$ cat src/rtl/ledr_encoder.sv
// Encoder: takes a word on valid/ready and drives it onto the link as one
// token, in which exactly one wire of each bit toggles.
// Assumes: ack pulses once per token, after the token was placed on the link.
module ledr_encoder #(
    parameter int unsigned WIDTH = 8
) (
    input  logic             clk,
    input  logic             rst_n,
    input  logic [WIDTH-1:0] in_data,
    input  logic             in_valid,
    output logic             in_ready,
    input  logic             ack,
    output logic [WIDTH-1:0] link_val,
    output logic [WIDTH-1:0] link_phs
);
    logic [WIDTH-1:0] val_q;
    logic [WIDTH-1:0] phs_q;
    logic             busy_q;
    logic             take;

    // Acceptance happens only while no token is outstanding.
    always_comb begin
        in_ready = !busy_q;
        take     = in_valid && !busy_q;
    end

    // Link registers and the outstanding-token flag.
    always_ff @(posedge clk) begin
        if (!rst_n) begin
            val_q  <= '0;
            phs_q  <= '0;
            busy_q <= 1'b0;
        end else if (take) begin
            val_q  <= in_data;
            phs_q  <= phs_q ^ ~(val_q ^ in_data);
            busy_q <= 1'b1;
        end else if (ack) begin
            busy_q <= 1'b0;
        end
    end

    assign link_val = val_q;
    assign link_phs = phs_q;

    AST_ONE_WIRE_PER_BIT: assert property (@(posedge clk) disable iff (!rst_n)
        $past(take) |-> (((link_val ^ $past(link_val)) ^ (link_phs ^ $past(link_phs))) == {WIDTH{1'b1}})) else $error("one wire per bit");
    AST_VALUE_LOADED: assert property (@(posedge clk) disable iff (!rst_n)
        $past(take) |-> (link_val == $past(in_data))) else $error("value wire");
    AST_LINK_HELD: assert property (@(posedge clk) disable iff (!rst_n)
        !$past(take) |-> ($stable(link_val) && $stable(link_phs))) else $error("link moved");
    AST_READY_AFTER_ACK: assert property (@(posedge clk) disable iff (!rst_n)
        ack |=> in_ready) else $error("ready after ack");
endmodule

$ cat src/rtl/ledr_parity_detect.sv
// Completion detector: per bit, compares value XOR phase with the expected
// parity and combines all bits into one "token complete" flag.
// Assumes: pure combinational, no state.
module ledr_parity_detect #(
    parameter int unsigned WIDTH = 8
) (
    input  logic [WIDTH-1:0] link_val,
    input  logic [WIDTH-1:0] link_phs,
    input  logic             want_par,
    output logic             complete
);
    logic [WIDTH-1:0] bit_ok;

    for (genvar b = 0; b < WIDTH; b++) begin : g_bit
        // One bit has reached the expected phase.
        assign bit_ok[b] = (link_val[b] ^ link_phs[b]) == want_par;
    end

    // All bits have arrived.
    assign complete = &bit_ok;
endmodule

$ cat src/rtl/ledr_decoder.sv
// Decoder: watches the link, raises a one-cycle valid with the word once every
// bit reaches the expected parity, then flips the parity it waits for.
// Assumes: the link does not change again before the valid pulse.
module ledr_decoder #(
    parameter int unsigned WIDTH = 8
) (
    input  logic             clk,
    input  logic             rst_n,
    input  logic [WIDTH-1:0] link_val,
    input  logic [WIDTH-1:0] link_phs,
    output logic [WIDTH-1:0] out_data,
    output logic             out_valid
);
    logic want_q;
    logic done;

    ledr_parity_detect #(.WIDTH(WIDTH)) u_det (
        .link_val (link_val),
        .link_phs (link_phs),
        .want_par (want_q),
        .complete (done)
    );

    // Capture the word and flip the expected parity when a token completes.
    always_ff @(posedge clk) begin
        if (!rst_n) begin
            want_q    <= 1'b1;
            out_data  <= '0;
            out_valid <= 1'b0;
        end else begin
            out_valid <= done;
            if (done) begin
                out_data <= link_val;
                want_q   <= !want_q;
            end
        end
    end

    AST_VALID_PULSE: assert property (@(posedge clk) disable iff (!rst_n)
        out_valid |=> !out_valid) else $error("valid pulse");
    AST_PARITY_FLIP: assert property (@(posedge clk) disable iff (!rst_n)
        out_valid |-> (want_q != $past(want_q))) else $error("parity flip");
    AST_WORD_ON_LINK: assert property (@(posedge clk) disable iff (!rst_n)
        out_valid |-> (out_data == $past(link_val))) else $error("word");
endmodule

$ cat src/rtl/ledr_codec.sv
// Top: encoder and decoder joined by the dual-rail link; the decoder's valid
// pulse is the acknowledge that releases the encoder.
// Assumes: both halves share one clock and reset.
module ledr_codec #(
    parameter int unsigned WIDTH = 8
) (
    input  logic             clk,
    input  logic             rst_n,
    input  logic [WIDTH-1:0] in_data,
    input  logic             in_valid,
    output logic             in_ready,
    output logic [WIDTH-1:0] link_val,
    output logic [WIDTH-1:0] link_phs,
    output logic [WIDTH-1:0] out_data,
    output logic             out_valid
);
    ledr_encoder #(.WIDTH(WIDTH)) u_enc (
        .clk      (clk),
        .rst_n    (rst_n),
        .in_data  (in_data),
        .in_valid (in_valid),
        .in_ready (in_ready),
        .ack      (out_valid),
        .link_val (link_val),
        .link_phs (link_phs)
    );

    ledr_decoder #(.WIDTH(WIDTH)) u_dec (
        .clk       (clk),
        .rst_n     (rst_n),
        .link_val  (link_val),
        .link_phs  (link_phs),
        .out_data  (out_data),
        .out_valid (out_valid)
    );

    AST_BUSY_UNTIL_ACK: assert property (@(posedge clk) disable iff (!rst_n)
        (!in_ready && !out_valid) |=> !in_ready) else $error("ready early");
endmodule

$ cat config.mk
export PLATFORM = sky130hd
export DESIGN_NAME = ledr_codec
export DESIGN_NICKNAME = d
export VERILOG_FILES = /design/src/rtl/ledr_encoder.sv /design/src/rtl/ledr_parity_detect.sv /design/src/rtl/ledr_decoder.sv /design/src/rtl/ledr_codec.sv
export SDC_FILE = /design/constraint.sdc
export NUM_CORES = 1
export LEC_CHECK = 0
export BUFFER_PORTS_ARGS = -buffer_cell sky130_fd_sc_hd__buf_2
export CAP_MARGIN = 20
export CORE_AREA = 10 10 72 74
export DETAILED_ROUTE_END_ITERATION = 12
export DIE_AREA = 0 0 82 84
export GPL_ROUTABILITY_DRIVEN = 0
export SYNTH_ARGS = -nofsm -noshare
export SYNTH_HDL_FRONTEND = slang
export SYNTH_SLANG_ARGS = --single-unit
export TNS_END_PERCENT = 1
$ cat constraint.sdc
create_clock -name clk -period 1.6 [get_ports clk]
set_input_delay 0.24 -clock clk [delete_from_list [all_inputs] [get_ports clk]]
set_output_delay 0.24 -clock clk [all_outputs]
set_load 0.02 [all_outputs]
==> flow_metrics.tcl <==
set metrics [dict create \
    hold_viol_final 0 \
    start_util_pct 31.54 \
    clkTransAtPathRegs_ns 0.09 \
    syn_area_um2 1216 \
    grt_max_degree 36 \
    gr-total-overflow 0 \
    grt_pass1_vias 1004 \
    antenna_found_initial 0 \
    postRouteAntennaNets 0 \
    synth_edf_count 0 \
    drv_cap 0 \
    drv_slew 0 \
    min_period_ns 1.498 \
    fin_ws_ns 0.1022 \
    drt_pass1_iterations 4 \
    synth-seq-cells 27 \
    syn_to_final_growth_pct 28.91 \
    period_share_pct 93.61 \
    cts_buffer_depth 2 \
    power_leakage_nw 0.7854 \
    cts_tree "yes" \
    hold_path.class "in2reg" \
    chipWidth_um 82 \
    synth.largest_area_cell "dfxtp_1" \
    outcome "finished clean" \
    final.setup_skew_ns 0.005133 \
    vdd_ir_drop_max_mv 0.4268 \
    synth_common_cells "nand2_1, dfxtp_1, xnor2_1" \
    vias 997 \
    tightest_slew_ns 0.5419 \
    core_area_um2 3856 \
    synth-seq-area-share_pct 44.44 \
    drive_gt1_share_pct 29.28 \
    synth_warnings 0 \
    arrival_ns 1.66 \
    fin_cells 231 \
    io_pins 37 \
    cts_hold_buf 0 \
    grt_pass1_wl_um 4995 \
    gr-usage-all-layers_pct 8.954 \
    nets 193 \
    cts.sinks 27 \
    placedCellCount 227 \
    setup.worst_path.start_class "register" \
    ctsHtreeMaxLevel 1 \
    route.detailed.drc 0 \
    power.density_nw_per_um2 899.7 \
    io_buffers 36 \
    synth_area_leaders "dfxtp_1, nand2_1, xnor2_1" \
    root_buffer "clkbuf_8" \
    clk_latency_ns 0.27 \
    fmax_mhz 667.6 \
    crit_path_max_incr_delay_ns 0.45 \
    cts_buffers 3 \
    n_fill_cell 432 \
    cp-end-kind "register" \
    setup_viol 0 \
    crit_path_cell_trace "xor2_1 -> nand3_1 -> o31a_4 -> mux2i_1" \
    crit_fanout 9 \
    worstSetupPathType "reg2reg" \
    rows 23 \
    yosysTopAreaCellShare_pct 44.44 \
    diodes 0 \
    regArea_um2 540.5 \
    dp_hpwl_um 2261 \
    maxSlewHeadroom_pct 63.88 \
    die_y_um 84 \
    wl_per_cell_um 12.84 \
    drt_iter0_markers 40 \
    yosys_most_used_dff "dfxtp_1" \
    synth_cell_type_count 20 \
    finalPower_mw 1.410 \
    dieArea_um2 6888 \
    syn_nets 149 \
    tns_ns 0 \
    yosysMostFrequentCell "nand2_1" \
    dpl_worst_slack_ns -0.02090 \
    synthArstFlopShare_pct 0 \
    netlist_instances 138 \
    crit_required_ns 1.76 \
    avgSynthCellArea_um2 8.813 \
    final_core_util_pct 40.66 \
    crit_path_top_delay_cell "o31a_4" \
    via_per_inst 4.316 \
    multi_input_area_um2 659.4 \
    wirelength_um 2965 \
]
[path summary, 6_finish.rpt]
kind | end | start | depth (start not counted) | slack, ns
max reg2reg | u_dec.out_data[0] | u_enc.link_phs[4] | 4 | 0.10
min reg2reg | u_dec.out_data[7] | u_dec.out_data[7] | 2 | 0.46
max | u_dec.out_data[0] | u_enc.link_phs[4] | 4 | 0.10
min | u_enc.busy_q | in_valid | 2 | 0.22
[cells in the final DEF, fill, tap and decap left out, types with 2 or more instances in the layout]
cell / instances
mux2i_1: 8
nand3_1: 3
dfxtp_1: 27
clkbuf_8: 3
buf_4: 10
nand2_1: 43
xnor2_1: 16
buf_2: 36
and2_1: 8
a21boi_0: 8
nor2b_1: 2
xor2_1: 7
[report_power, final]
group	total [mW]	switching (mW)	leakage [nW]	internal, mW
clock network	0.383	0.209	0.0255	0.174
registers	0.735	0.0301	0.220	0.705
logic	0.292	0.164	0.540	0.128
[worst max-delay path, delay by kind of cell, from the launching register on]
kind	cells	cell delay, ns
flip-flops	1	0.38
multiplexers	1	0.14
XOR/XNOR	1	0.25
AO/OA/AOI/OAI	1	0.45
AND/OR/NAND/NOR	1	0.17
[layout make-up]
class	instances	share of cell area (%)
inverters	1	0.2394
multi-input cells	103	42.06
clock inverters	1	0.3192
well taps	50	3.990
clock buffers	3	2.634
flip-flops and latches	27	34.48
repair buffers	46	16.28
[timing repair]
item                       4_1_cts  5_1_grt
setup buffers                    0        0
pin swaps                        0        0
setup endpoints to repair        8        9
gates resized for setup          1        3
cloned                           0        0
[flip-flops by register name, summed over array words and instances (netlist names)]
signal           flops
u_dec.out_data       8
u_enc.link_phs       8
u_enc.link_val       8
u_dec.out_valid      1
u_dec.want_q         1
u_enc.busy_q         1
[routing by layer]
metal / wire, um / up-vias / global-route usage (%)
met4: 8 / 0 / 1.393
met2: 1271 / 34 / 13.12
met1: 1358 / 441 / 11.49
met3: 327 / 2 / 4.634
met5: 0 / - / 0
li1: - / 520 / -
[stage by stage]
step                      hold slack, ns  area (um2)
final                             0.2184        1568
after global placement            0.4455        1499
after floorplan                   0.3778        1216
after global routing              0.2345        1568
after detailed placement          0.4507        1499
after CTS                         0.2140        1546
[cells by family (layout without fill, tap and decap cells)]
kind of cell	after synthesis	after routing	share of synthesized area, %
and+or+nand+nor	60	60	21.40
DFF	27	27	44.44
xor gates and xnor gates	24	24	17.28
AOI/OAI and AO/OA	11	11	7.099
muxes	8	8	6.585
buffers and inverters	8	51	3.189
Note: power is estimated with default switching activity, not from simulation.
